[src/rtl/lcdm_pkg.sv]
`timescale 1ns/1ps
package lcdm_pkg;

   typedef enum logic [1:0] {
      MODE_STATIC = 2'd0,
      MODE_MUX2   = 2'd1,
      MODE_MUX3   = 2'd2,
      MODE_MUX4   = 2'd3
   } drive_mode_e;

   // highest logical phase reached in a frame of the given mode
   function automatic logic [1:0] last_phase(input drive_mode_e m);
      case (m)
         MODE_STATIC: return 2'd0;
         MODE_MUX2:   return 2'd1;
         MODE_MUX3:   return 2'd2;
         default:     return 2'd3;
      endcase
   endfunction

   // modes in which the output bank may swap in the upper row pair
   function automatic logic bank_capable(input drive_mode_e m);
      return (m == MODE_STATIC) || (m == MODE_MUX2);
   endfunction

endpackage

[src/rtl/lcdm_phase_seq.sv]
`timescale 1ns/1ps
module lcdm_phase_seq
   import lcdm_pkg::*;
#(
   parameter int unsigned PHASE_W = 2
) (
   input  logic               clk,
   input  logic               rst_n,
   input  logic               tick,
   input  drive_mode_e        mode_req,
   input  logic               bank_req,
   output logic [PHASE_W-1:0] phase_nxt,
   output drive_mode_e        mode_nxt,
   output logic               bank_nxt
);

   logic [PHASE_W-1:0] phase_q;
   drive_mode_e        mode_q;
   logic               bank_q;
   logic               at_last;
   logic               frame_start;

   always_comb begin
      at_last     = (phase_q == PHASE_W'(last_phase(mode_q)));
      frame_start = tick && at_last;
      mode_nxt    = frame_start ? mode_req : mode_q;
      bank_nxt    = frame_start ? bank_req : bank_q;
      if (!tick)
         phase_nxt = phase_q;
      else if (at_last)
         phase_nxt = '0;
      else
         phase_nxt = phase_q + PHASE_W'(1);
   end

   always_ff @(posedge clk or negedge rst_n) begin
      if (!rst_n) begin
         phase_q <= '0;
         mode_q  <= MODE_STATIC;
         bank_q  <= 1'b0;
      end else if (tick) begin
         phase_q <= phase_nxt;
         mode_q  <= mode_nxt;
         bank_q  <= bank_nxt;
      end
   end

endmodule

[src/rtl/lcdm_row_map.sv]
`timescale 1ns/1ps
module lcdm_row_map
   import lcdm_pkg::*;
#(
   parameter int unsigned ROW_W     = 2,
   parameter bit          BANK_SWAP = 1'b1
) (
   input  logic [ROW_W-1:0] phase,
   input  drive_mode_e      mode,
   input  logic             bank,
   output logic [ROW_W-1:0] row
);

   localparam logic [ROW_W-1:0] UPPER_OFS = ROW_W'(1) << (ROW_W - 1);

   generate
      if (BANK_SWAP) begin : g_swap
         always_comb begin
            row = phase;
            if (bank && bank_capable(mode))
               row = phase | UPPER_OFS;
         end
      end else begin : g_plain
         logic unused_cfg;
         assign unused_cfg = bank ^ (^mode);
         assign row = phase;
      end
   endgenerate

endmodule

[src/rtl/lcdm_col_mux.sv]
`timescale 1ns/1ps
module lcdm_col_mux #(
   parameter int unsigned NUM_COLS = 40,
   parameter int unsigned NUM_ROWS = 4,
   localparam int unsigned ROW_W   = $clog2(NUM_ROWS),
   localparam int unsigned MEM_W   = NUM_COLS * NUM_ROWS
) (
   input  logic [MEM_W-1:0]    mem_image,
   input  logic [ROW_W-1:0]    row,
   output logic [NUM_COLS-1:0] seg
);

   genvar c, r;
   generate
      for (c = 0; c < NUM_COLS; c++) begin : g_col
         logic [NUM_ROWS-1:0] col_bits;
         for (r = 0; r < NUM_ROWS; r++) begin : g_row
            assign col_bits[r] = mem_image[r*NUM_COLS + c];
         end
         assign seg[c] = col_bits[row];
      end
   endgenerate

endmodule

[src/rtl/lcdm_row_bank_sel.sv]
`timescale 1ns/1ps
module lcdm_row_bank_sel
   import lcdm_pkg::*;
#(
   parameter int unsigned NUM_COLS  = 40,
   parameter int unsigned NUM_ROWS  = 4,
   parameter bit          BANK_SWAP = 1'b1,
   localparam int unsigned ROW_W    = $clog2(NUM_ROWS),
   localparam int unsigned MEM_W    = NUM_COLS * NUM_ROWS
) (
   input  logic                clk,
   input  logic                rst_n,
   input  logic                phase_tick,
   input  logic [1:0]          mode_sel,
   input  logic                out_bank,
   input  logic [MEM_W-1:0]    mem_image,
   output logic [ROW_W-1:0]    row_idx,
   output logic [NUM_ROWS-1:0] bp_onehot,
   output logic [NUM_COLS-1:0] seg_data
);

   generate
      if (NUM_ROWS != 4) begin : g_bad_rows
         $error("lcdm_row_bank_sel: NUM_ROWS must be 4");
      end
      if (NUM_COLS < 1) begin : g_bad_cols
         $error("lcdm_row_bank_sel: NUM_COLS must be at least 1");
      end
   endgenerate

   logic [ROW_W-1:0]    phase_nxt;
   drive_mode_e         mode_nxt;
   logic                bank_nxt;
   logic [ROW_W-1:0]    row_nxt;
   logic [NUM_COLS-1:0] seg_nxt;

   lcdm_phase_seq #(
      .PHASE_W (ROW_W)
   ) u_seq (
      .clk       (clk),
      .rst_n     (rst_n),
      .tick      (phase_tick),
      .mode_req  (drive_mode_e'(mode_sel)),
      .bank_req  (out_bank),
      .phase_nxt (phase_nxt),
      .mode_nxt  (mode_nxt),
      .bank_nxt  (bank_nxt)
   );

   lcdm_row_map #(
      .ROW_W     (ROW_W),
      .BANK_SWAP (BANK_SWAP)
   ) u_map (
      .phase (phase_nxt),
      .mode  (mode_nxt),
      .bank  (bank_nxt),
      .row   (row_nxt)
   );

   lcdm_col_mux #(
      .NUM_COLS (NUM_COLS),
      .NUM_ROWS (NUM_ROWS)
   ) u_mux (
      .mem_image (mem_image),
      .row       (row_nxt),
      .seg       (seg_nxt)
   );

   always_ff @(posedge clk or negedge rst_n) begin
      if (!rst_n) begin
         row_idx   <= '0;
         bp_onehot <= '0;
         seg_data  <= '0;
      end else if (phase_tick) begin
         row_idx   <= row_nxt;
         bp_onehot <= NUM_ROWS'(1) << phase_nxt;
         seg_data  <= seg_nxt;
      end
   end

endmodule

[config.mk]
export PLATFORM = sky130hd
export DESIGN_NAME = lcdm_row_bank_sel
export DESIGN_NICKNAME = d
export VERILOG_FILES = /design/src/rtl/lcdm_pkg.sv /design/src/rtl/lcdm_phase_seq.sv /design/src/rtl/lcdm_row_map.sv /design/src/rtl/lcdm_col_mux.sv /design/src/rtl/lcdm_row_bank_sel.sv
export SDC_FILE = /design/constraint.sdc
export NUM_CORES = 1
export LEC_CHECK = 0
export ABC_CLOCK_PERIOD_IN_PS = 1700
export CORE_UTILIZATION = 35
export DETAILED_ROUTE_END_ITERATION = 10
export PLACE_DENSITY = 0.78
export SETUP_SLACK_MARGIN = 0.5
export SLEW_MARGIN = 30
export SYNTH_ARGS = -nofsm -noshare
export SYNTH_HDL_FRONTEND = slang
export SYNTH_SLANG_ARGS = --single-unit
[constraint.sdc]
create_clock -name clk -period 1.7 [get_ports clk]
set_input_delay 0.255 -clock clk [delete_from_list [all_inputs] [get_ports clk]]
set_output_delay 0.255 -clock clk [all_outputs]
set_load 0.02 [all_outputs]
; Yosys cells after proc, flatten, opt, wreduce, memory -nomap -nowiden
; Index checks and enable logic that the tools add are counted.
[word_totals]
ff_bits = 51
latchBits = 0
mem_bits_rw = 0
rom_bits = 0
output_inout_bits = 46
memories = 0
[op_classes]
addsub = 1
n_mul = 0
div_mod_pow = 0
n_lt_le_gt_ge = 1
n_eq_ne = 4
shifts = 1
mux = 86
bitwise = 0
reduce_logical = 5
[ops]
columns = op, count
row1 = $bmux 1 s2, 40
row2 = $mux 1, 41
row3 = $mux 2, 4
row4 = $pmux 2 s3, 1
row5 = $eq 2x1->1 const B, 2
row6 = $logic_not 2->1, 2
row7 = $shl 1x2->4 const A, 1
row8 = $lt 2x3->1 const B, 1
row9 = $add 2x1->2 const B, 1
row10 = $eq 2x2->1, 1
row11 = $eq 2x2->1 const B, 1
row12 = $logic_and 1x1->1, 2
row13 = $logic_or 1x1->1, 1

; Longest topological paths before layout
; Gate-level depths: netlist of the first run.
[depth]
depth_word = 11
ltp_mapped = 7
mapped_depth_nobuf = 5

; Modules after synthesis
; Synthesis of the first run repeated with hierarchy kept, for this count alone.
[hier_totals]
hier_cells = 177
area_unflattened_um2 = 3067.9
[by_module_without_submodules]
columns = mod, instances, cells_each, area_each_um2
row1 = lcdm_row_bank_sel, 1, 104, 1745.4
row2 = lcdm_col_mux, 1, 49, 1012.2
row3 = lcdm_phase_seq, 1, 21, 291.5
row4 = lcdm_row_map, 1, 3, 18.8

; Least setup slack after synthesis of the first run
; OpenSTA, ideal clock, no wires.
[synth_path]
path_type = reg-to-reg
startpoint = reg row_idx[0] (netlist name)
endpoint = reg seg_data[0]
setup_ns = 0.146
t_arrival_ns = 1.636
required_ns = 1.554
setup_slack_ns = -0.082
stages_incl_launch_ff = 8
period_less_slack_ns = 1.782
path_cell_list = dfrtp_1 > buf_2 > nor2b_1 > a221oi_1 > o211ai_1 > inv_2 > clkbuf_1 > a221oi_1
[synth_lines]
columns = item, line
row1 = end signal: assignment, lcdm_row_bank_sel.sv:77  ; seg_data <= seg_nxt;
row2 = end: declaration, lcdm_row_bank_sel.sv:19  ; output logic [NUM_COLS-1:0] seg_data

; Worst setup path in the final report of the first run
[layout_path]
startpoint = reg u_seq.mode_q[1]
endpoint = reg seg_data[9]
[layout_via]
elab_chain_len = 11
word_cells_on_any_way = 17
[layout_rtl]
columns = item, line
row1 = start: declaration, lcdm_phase_seq.sv:18  ; drive_mode_e mode_q;
row2 = start signal: assignment, lcdm_phase_seq.sv:43  ; mode_q <= mode_nxt;
row3 = $eq 2x2->1 (tied with other cells), lcdm_pkg.sv:13  ; case (m)
row4 = $pmux 2 s3, lcdm_pkg.sv:13
row5 = $eq 2x2->1, lcdm_phase_seq.sv:24  ; at_last = (phase_q == PHASE_W'(last_phase(mode_q)));
row6 = $logic_and 1x1->1, lcdm_phase_seq.sv:25  ; frame_start = tick && at_last;
row7 = $mux 2, lcdm_phase_seq.sv:26  ; mode_nxt = frame_start ? mode_req : mode_q;
row8 = $eq 2x1->1 or $logic_not 2->1 (tied branches), lcdm_pkg.sv:23  ; return (m == MODE_STATIC) || (m == MODE_MUX2);
row9 = $logic_or 1x1->1, lcdm_pkg.sv:23
row10 = $logic_and 1x1->1, lcdm_row_map.sv:20  ; if (bank && bank_capable(mode))
row11 = $mux 2 *, lcdm_row_map.sv:20
row12 = $bmux 1 s2 *, lcdm_col_mux.sv:20  ; assign seg[c] = col_bits[row];
row13 = $mux 1 (not written as such) *, lcdm_col_mux.sv:20
; Every way passes the cells marked *; elsewhere a longest branch is shown, timed or not. The select of a mux whose other input is x is not followed.
; A chain may end at the register's enable or synchronous reset.

==> impl_metrics.tcl, run 1 <==
set metrics [dict create \
    syn_to_final_growth_pct 83.5 \
    coreArea_um2 9910 \
    start_util_pct 36.5 \
    via_count 3974 \
    routabilityCongestion 0.946 \
    grt_max_degree 51 \
    fin_skew_ns 0.0133 \
    grt_pass1_wl_um 21500 \
    path_clk_slew_ns 0.10 \
    die_w_um 104 \
    dieHeight_um 104 \
    max_stage_delay_ns 0.48 \
    path_max_fanout 18 \
    syn_nets 491 \
    ios 212 \
    crit_type "flop to flop" \
    path_buf_inv 1 \
    ys_ff_latch 50 \
    instances_no_fill 688 \
    gr-usage-all-layers_pct 24.8 \
    hold_viol_final 0 \
    p_leak_nw 2.70 \
    reg2reg_depth 6 \
    drt_wl_total_um 14200 \
    first_global_vias 4249 \
    drc_errors 0 \
    fmax_ghz 0.532 \
    diodes 0 \
    cp-start-kind "flop" \
    h-tree-depth 2 \
    vias_per_cell 5.78 \
    clock-sinks 50 \
    dp.cells 664 \
    maxCapViolCount 0 \
    peakVddDrop_mv 0.753 \
    worst_pin_slew_ns 0.409 \
    fin_crit_sh_pct 111 \
    end_kind "flop" \
    synth_area_um2 3610 \
    setup_slack_ns -0.181 \
    power_mw 11.2 \
    rsz0062_at_grt "true" \
    tritoncts "done" \
    ys.warnings.count 0 \
    hold_path.class "input pin to asynchronous set/reset pin" \
    ctsRootBufferMaster "clkbuf_8" \
    crit_family "compound AO/OA/AOI/OAI gates" \
    drt-pass1-iter-count 8 \
    min_period_ns 1.88 \
    wl_per_cell_um 20.6 \
    drt_iter0_markers 337 \
    finalSetupTns_ns -5.72 \
    die-area_um2 10700 \
    ys_types 35 \
    finalMaxSlewViolations 0 \
    max-slew-margin-rel_pct 72.7 \
    placementRows 36 \
    cts_inserted_buffers 5 \
    cp.required_ns 1.91 \
    io_buffers 211 \
    insertion_delay_ns 0.31 \
    avgSynthCellArea_um2 11.1 \
    synth_cells 325 \
    status "complete, but fails checks" \
    antenna_found_initial 0 \
    setup_violations 41 \
    power_density_nw_per_um2 1680 \
    crit_slowest_cell "dfrtp_2" \
    hpwl_um 9480 \
    ant_nets 0 \
    worst-path-stages 6 \
    drive_above_1_share_pct 40.0 \
    cts_buffer_depth 2 \
    failed_checks "setup timing" \
    final_net_count 720 \
    ys_seq_area_share_pct 34.6 \
    grt_overflow_total 0 \
    cp_data_arrival_time_ns 2.09 \
    crit_chain "xnor2_4 > a211oi_4 > a21oi_4 > buf_12 > mux2i_2 > a221oi_2" \
]
where the power goes:
group	switching [mW]	leakage (nW)	internal, mW
logic	4.08	2.08	4.09
registers	0.433	0.568	1.82
clock network	0.423	0.0472	0.329
cell type report:
cell class / count / area, µm²
Sequential cell: 50 / 1260
Multi-Input combinational cell: 233 / 2470
Clock inverter: 2 / 12.5
Inverter: 5 / 18.8
Tap cell: 133 / 166
Fill cell: 748 / 3280
Timing Repair Buffer: 259 / 2630
Clock buffer: 6 / 82.6
metrics by stage:
| stage | setup WS [ns] | util (%) | cell area (µm²) | hold WS [ns] |
|---|---|---|---|---|
| 2_1_floorplan | -0.00159 | - | 3670 | -0.0406 |
| 3_3_place_gp | -0.0667 | 61.9 | 6130 | 0.263 |
| 3_5_place_dp | -0.166 | 61.9 | 6130 | 0.266 |
| 4_1_cts | -0.114 | 65.0 | 6440 | 0.466 |
| 5_1_grt | -0.240 | 66.9 | 6630 | 0.473 |
| 6_report | -0.181 | 66.9 | 6630 | 0.459 |
cell usage after synthesis, drive strengths merged:
cell     count  area [µm²]
xor2         1        8.76
mux2i       40         400
inv          5        18.8
a21o         1        7.51
a2111oi      1        8.76
o21a         1        7.51
clkbuf      18        67.6
a222oi      40         400
o311ai       1        8.76
a21oi        3        26.3
a221oi      41         484
mux2        43         484
nor2        43         161
xnor2        1        16.3
a22oi        1        7.51
nor2b        3        18.8
buf         19         135
nand2        1        3.75
o2bb2ai      1        8.76
dfrtp       50        1250
and3         1        6.26
nand3        1        5.00
nand3b       1        11.3
o211ai       1        7.51
a211oi       1        20.0
o21ai        2        10.0
a31o         1        8.76
nand2b       3        18.8
final timing paths:
| kind | start | to | slack, ns |
|---|---|---|---|
| worst min register to register | bp_onehot[1] | bp_onehot[1] | 0.52 |
| max in group asynchronous | rst_n | row_idx[0] | 0.99 |
| worst min-delay path | rst_n | seg_data[16] | 0.46 |
| worst max-delay path | u_seq.mode_q[1] | seg_data[9] | -0.18 |
| min in group clk | phase_tick | seg_data[23] | 0.50 |
| worst max register to register | u_seq.mode_q[1] | seg_data[9] | -0.18 |
metal layers:
metal	wire length, µm	global-route usage, %	share of wire, %	up-vias
met5	0	0	0	-
met4	397	8.59	2.8	0
met1	5630	28.6	40	1948
met3	751	3.96	5.3	34
li1	-	-	-	1808
met2	7410	46.0	52	184
layout by cell type (no fill, tap or decap), drive strengths merged:
cell,synthesis,routed
a2111oi,1,1
a211oi,1,1
a21o,1,1
a21oi,3,3
a221oi,41,41
a222oi,40,40
a22oi,1,1
a31o,1,1
and3,1,1
buf,19,93
clkbuf,18,8
clkdlybuf4s50,0,163
clkinv,0,1
clkinvlp,0,1
dfrtp,50,50
dlygate4sd3,0,1
inv,5,5
mux2,43,43
mux2i,40,40
nand2,1,1
nand2b,3,3
nand3,1,1
nand3b,1,1
nor2,43,43
nor2b,3,3
o211ai,1,1
o21a,1,1
o21ai,2,2
o2bb2ai,1,1
o311ai,1,1
xnor2,1,1
xor2,1,1
kinds of logic (layout without fill, tap and decap cells):
kind of cell | count (synthesis) | in the layout | synth area share (%)
compound gates | 95 | 95 | 27.8
xor+xnor | 2 | 2 | 0.693
buf+inv | 42 | 272 | 6.13
flops | 50 | 50 | 34.6
mux | 83 | 83 | 24.5
simple gates | 53 | 53 | 6.23
state kept, by name (all words and copies together) (netlist names), named ones only:
| name | cells |
|---|---|
| seg_data | 40 |
| u_seq.phase_q | 1 |
| row_idx | 2 |
| bp_onehot | 4 |
| u_seq.bank_q | 1 |
| u_seq.mode_q | 1 |
timing repair:
action	in CTS	in global routing
gates cloned	3	3
endpoints found under the setup margin	94	51
setup buffers	6	3
resized for setup	247	24
pin swaps	6	46
endpoints found under the hold margin	50	0
hold buffers	1	0
worst min-delay path, stage by stage:
cell	delay [ns]
dlygate4sd3_1	0.52
buf_2	0.12
buf_12	0.26
(Power assumes the default switching activity.)
==> run 2, diff against run 1 <==
--- a/config.mk
+++ b/config.mk
@@ -5,10 +5,12 @@
 export SDC_FILE = /design/constraint.sdc
 export NUM_CORES = 1
 export LEC_CHECK = 0
-export ABC_CLOCK_PERIOD_IN_PS = 1700
-export CORE_UTILIZATION = 35
+export ABC_CLOCK_PERIOD_IN_PS = 2000
+export CORE_MARGIN = 8
+export CORE_UTILIZATION = 39
 export DETAILED_ROUTE_END_ITERATION = 10
-export PLACE_DENSITY = 0.78
+export MAX_ROUTING_LAYER = met4
+export PLACE_DENSITY = 0.83
 export SETUP_SLACK_MARGIN = 0.5
 export SLEW_MARGIN = 30
 export SYNTH_ARGS = -nofsm -noshare
==> constraint.sdc (replaced) <==
create_clock -name clk -period 2 [get_ports clk]
set_input_delay 0.3 -clock clk [delete_from_list [all_inputs] [get_ports clk]]
set_output_delay 0.3 -clock clk [all_outputs]
set_load 0.02 [all_outputs]
==> impl_metrics.tcl, run 2 (same netlist as run 1, synthesis figures left out) <==
set metrics [dict create \
    finalMaxSlewViolations 0 \
    dieHeight_um 112 \
    p_comb_share_pct 73.6 \
    io_buffers 211 \
    layout_commonest_cell "clkdlybuf4s50_1" \
    min_period_ns 1.95 \
    ctsRootBufferMaster "clkbuf_8" \
    timing.rr.start "row_idx[0]" \
    final_net_count 723 \
    via_count 4035 \
    dp.cells 629 \
    antenna_found_initial 0 \
    ios 212 \
    post-route-cell-area_um2 6680 \
    crit_type "flop to flop" \
    drt_iter0_markers 408 \
    grt_max_degree 47 \
    die-area_um2 12600 \
    crit_end "seg_data[31]" \
    cp.required_ns 2.18 \
    hold_path.class "input pin to asynchronous set/reset pin" \
    cp_data_arrival_time_ns 2.12 \
    die_w_um 112 \
    p_sw_mw 4.27 \
    ant_nets 0 \
    coreArea_um2 9110 \
    diodes 0 \
    drt-pass1-iter-count 5 \
    routabilityCongestion 0.842 \
    grt_pass1_wl_um 22100 \
    clock-sinks 50 \
    drive_above_1_share_pct 31.9 \
    power_density_nw_per_um2 1440 \
    hold_viol_final 0 \
    cts_buffer_depth 2 \
    worst_pin_slew_ns 0.518 \
    largest_reg_flops 40 \
    seq_power_share_pct 19.8 \
    r2r_slack_ns 0.05 \
    fmax_ghz 0.513 \
    reg_top3 "seg_data: 40 flops, bp_onehot: 4 flops, row_idx: 2 flops" \
    critical_path.startpoint "row_idx[0]" \
    placed_cell_area_um2 5910 \
    reg2reg_depth 8 \
    instances_no_fill 669 \
    cp-start-kind "flop" \
    fin_util_pct 73.3 \
    maxCapViolCount 0 \
    status "completed" \
    r2r-end "seg_data[31]" \
    p_leak_nw 2.70 \
    start_util_pct 39.7 \
    peakVddDrop_mv 0.794 \
    grt_overflow_total 0 \
    insertion_delay_ns 0.32 \
    vias_per_cell 6.03 \
    cts_inserted_buffers 5 \
    end_kind "flop" \
    max-slew-margin-rel_pct 64.6 \
    first_global_vias 4313 \
    swShare_pct 44.5 \
    timing.hold.ws_ns 0.356 \
    tritoncts "done" \
    drc_errors 0 \
    fin_skew_ns 0.0140 \
    path_clk_slew_ns 0.10 \
    gr-usage-all-layers_pct 22.2 \
    fin_crit_sh_pct 97.4 \
    regMostFlops "seg_data" \
    setup_violations 0 \
    syn_to_final_growth_pct 84.9 \
    hpwl_um 10300 \
    placementRows 35 \
    p_int_mw 5.34 \
    drt_wl_total_um 15900 \
    clock_power_share_pct 6.6 \
    wl_per_cell_um 23.7 \
    most-common-layout-cells "clkdlybuf4s50_1 (163), dfrtp_1 (46), dlygate4sd2_1 (45), mux2_2 (43), nor2_1 (42)" \
    h-tree-depth 2 \
    rsz0062_at_grt "true" \
    power_mw 9.61 \
    path_max_fanout 20 \
]
-- run 2: cell count changes in the layout (fill, tap and decap cells not counted), sizes merged --
cell         previous run  this run
dlygate4sd2             0        45
buf                    93        49
clkbuf                  8        11
clkinvlp                1         0
-- run 2: through the flow --
step | setup TNS, ns | worst slack, ns
after floorplan | 0 | 0.298
after global placement | 0 | 0.148
after detailed placement | 0 | 0.0516
after CTS | 0 | 0.117
after global routing | -0.202 | -0.0266
final | 0 | 0.0520
-- run 2: cell type report --
class                   instances  area (µm²)
clock buffers                   7        86.3
clock inverters                 1        5.00
fillers                       649        2430
inverters                       5        18.8
multi-input cells             233        2450
flip-flops and latches         50        1260
well taps                     111         139
repair buffers                262        2730
-- run 2: worst min path at each step --
stage                from                          to  slack [ns]  cells after the start
6_report            rst_n                seg_data[13]        0.36                      2
3_5_place_dp        rst_n                 seg_data[5]        0.16                      1
3_3_place_gp        rst_n                 seg_data[5]        0.16                      1
2_1_floorplan       rst_n  asynchronous set/reset pin       0.004                      0
5_1_grt        phase_tick                 seg_data[2]        0.36                      3
4_1_cts        phase_tick                 seg_data[2]        0.33                      3
-- run 2: per-layer routing --
layer / global-route usage (%) / share of wire, % / vias up
li1: - / - / 1810
met1: 24.8 / 40 / 2029
met2: 39.6 / 53 / 183
met3: 4.46 / 5.6 / 13
met4: 5.49 / 0.82 / 0
met5: - / 0 / -
-- run 2: what timing repair did --
| action | 4_1_cts | 5_1_grt |
|---|---|---|
| pin swaps | 18 | 13 |
| resized for setup | 74 | 49 |
| setup endpoints to repair | 87 | 44 |
| gates cloned | 3 | 6 |
| buffers inserted | 9 | 13 |
| hold buffers | 1 | 0 |
| hold endpoints to repair | 7 | 0 |
-- run 2: power by group through the flow --
stage / combinational (mW) / clock (mW) / sequential [mW]
2_1_floorplan: 2.88 / 0 / 2.41
3_3_place_gp: 5.45 / 0 / 1.87
3_5_place_dp: 5.55 / 0 / 1.87
4_1_cts: 5.93 / 0.644 / 1.85
5_1_grt: 7.41 / 0.677 / 1.95
6_report: 7.07 / 0.639 / 1.90
-- run 2: worst max-delay path: stages, from the launching register on --
cell	delay, ns
dfrtp_2	0.46
xor2_2	0.21
o311ai_4	0.28
buf_4	0.18
buf_4	0.10
o211ai_1	0.10
inv_2	0.18
buf_12	0.22
a221oi_2	0.08
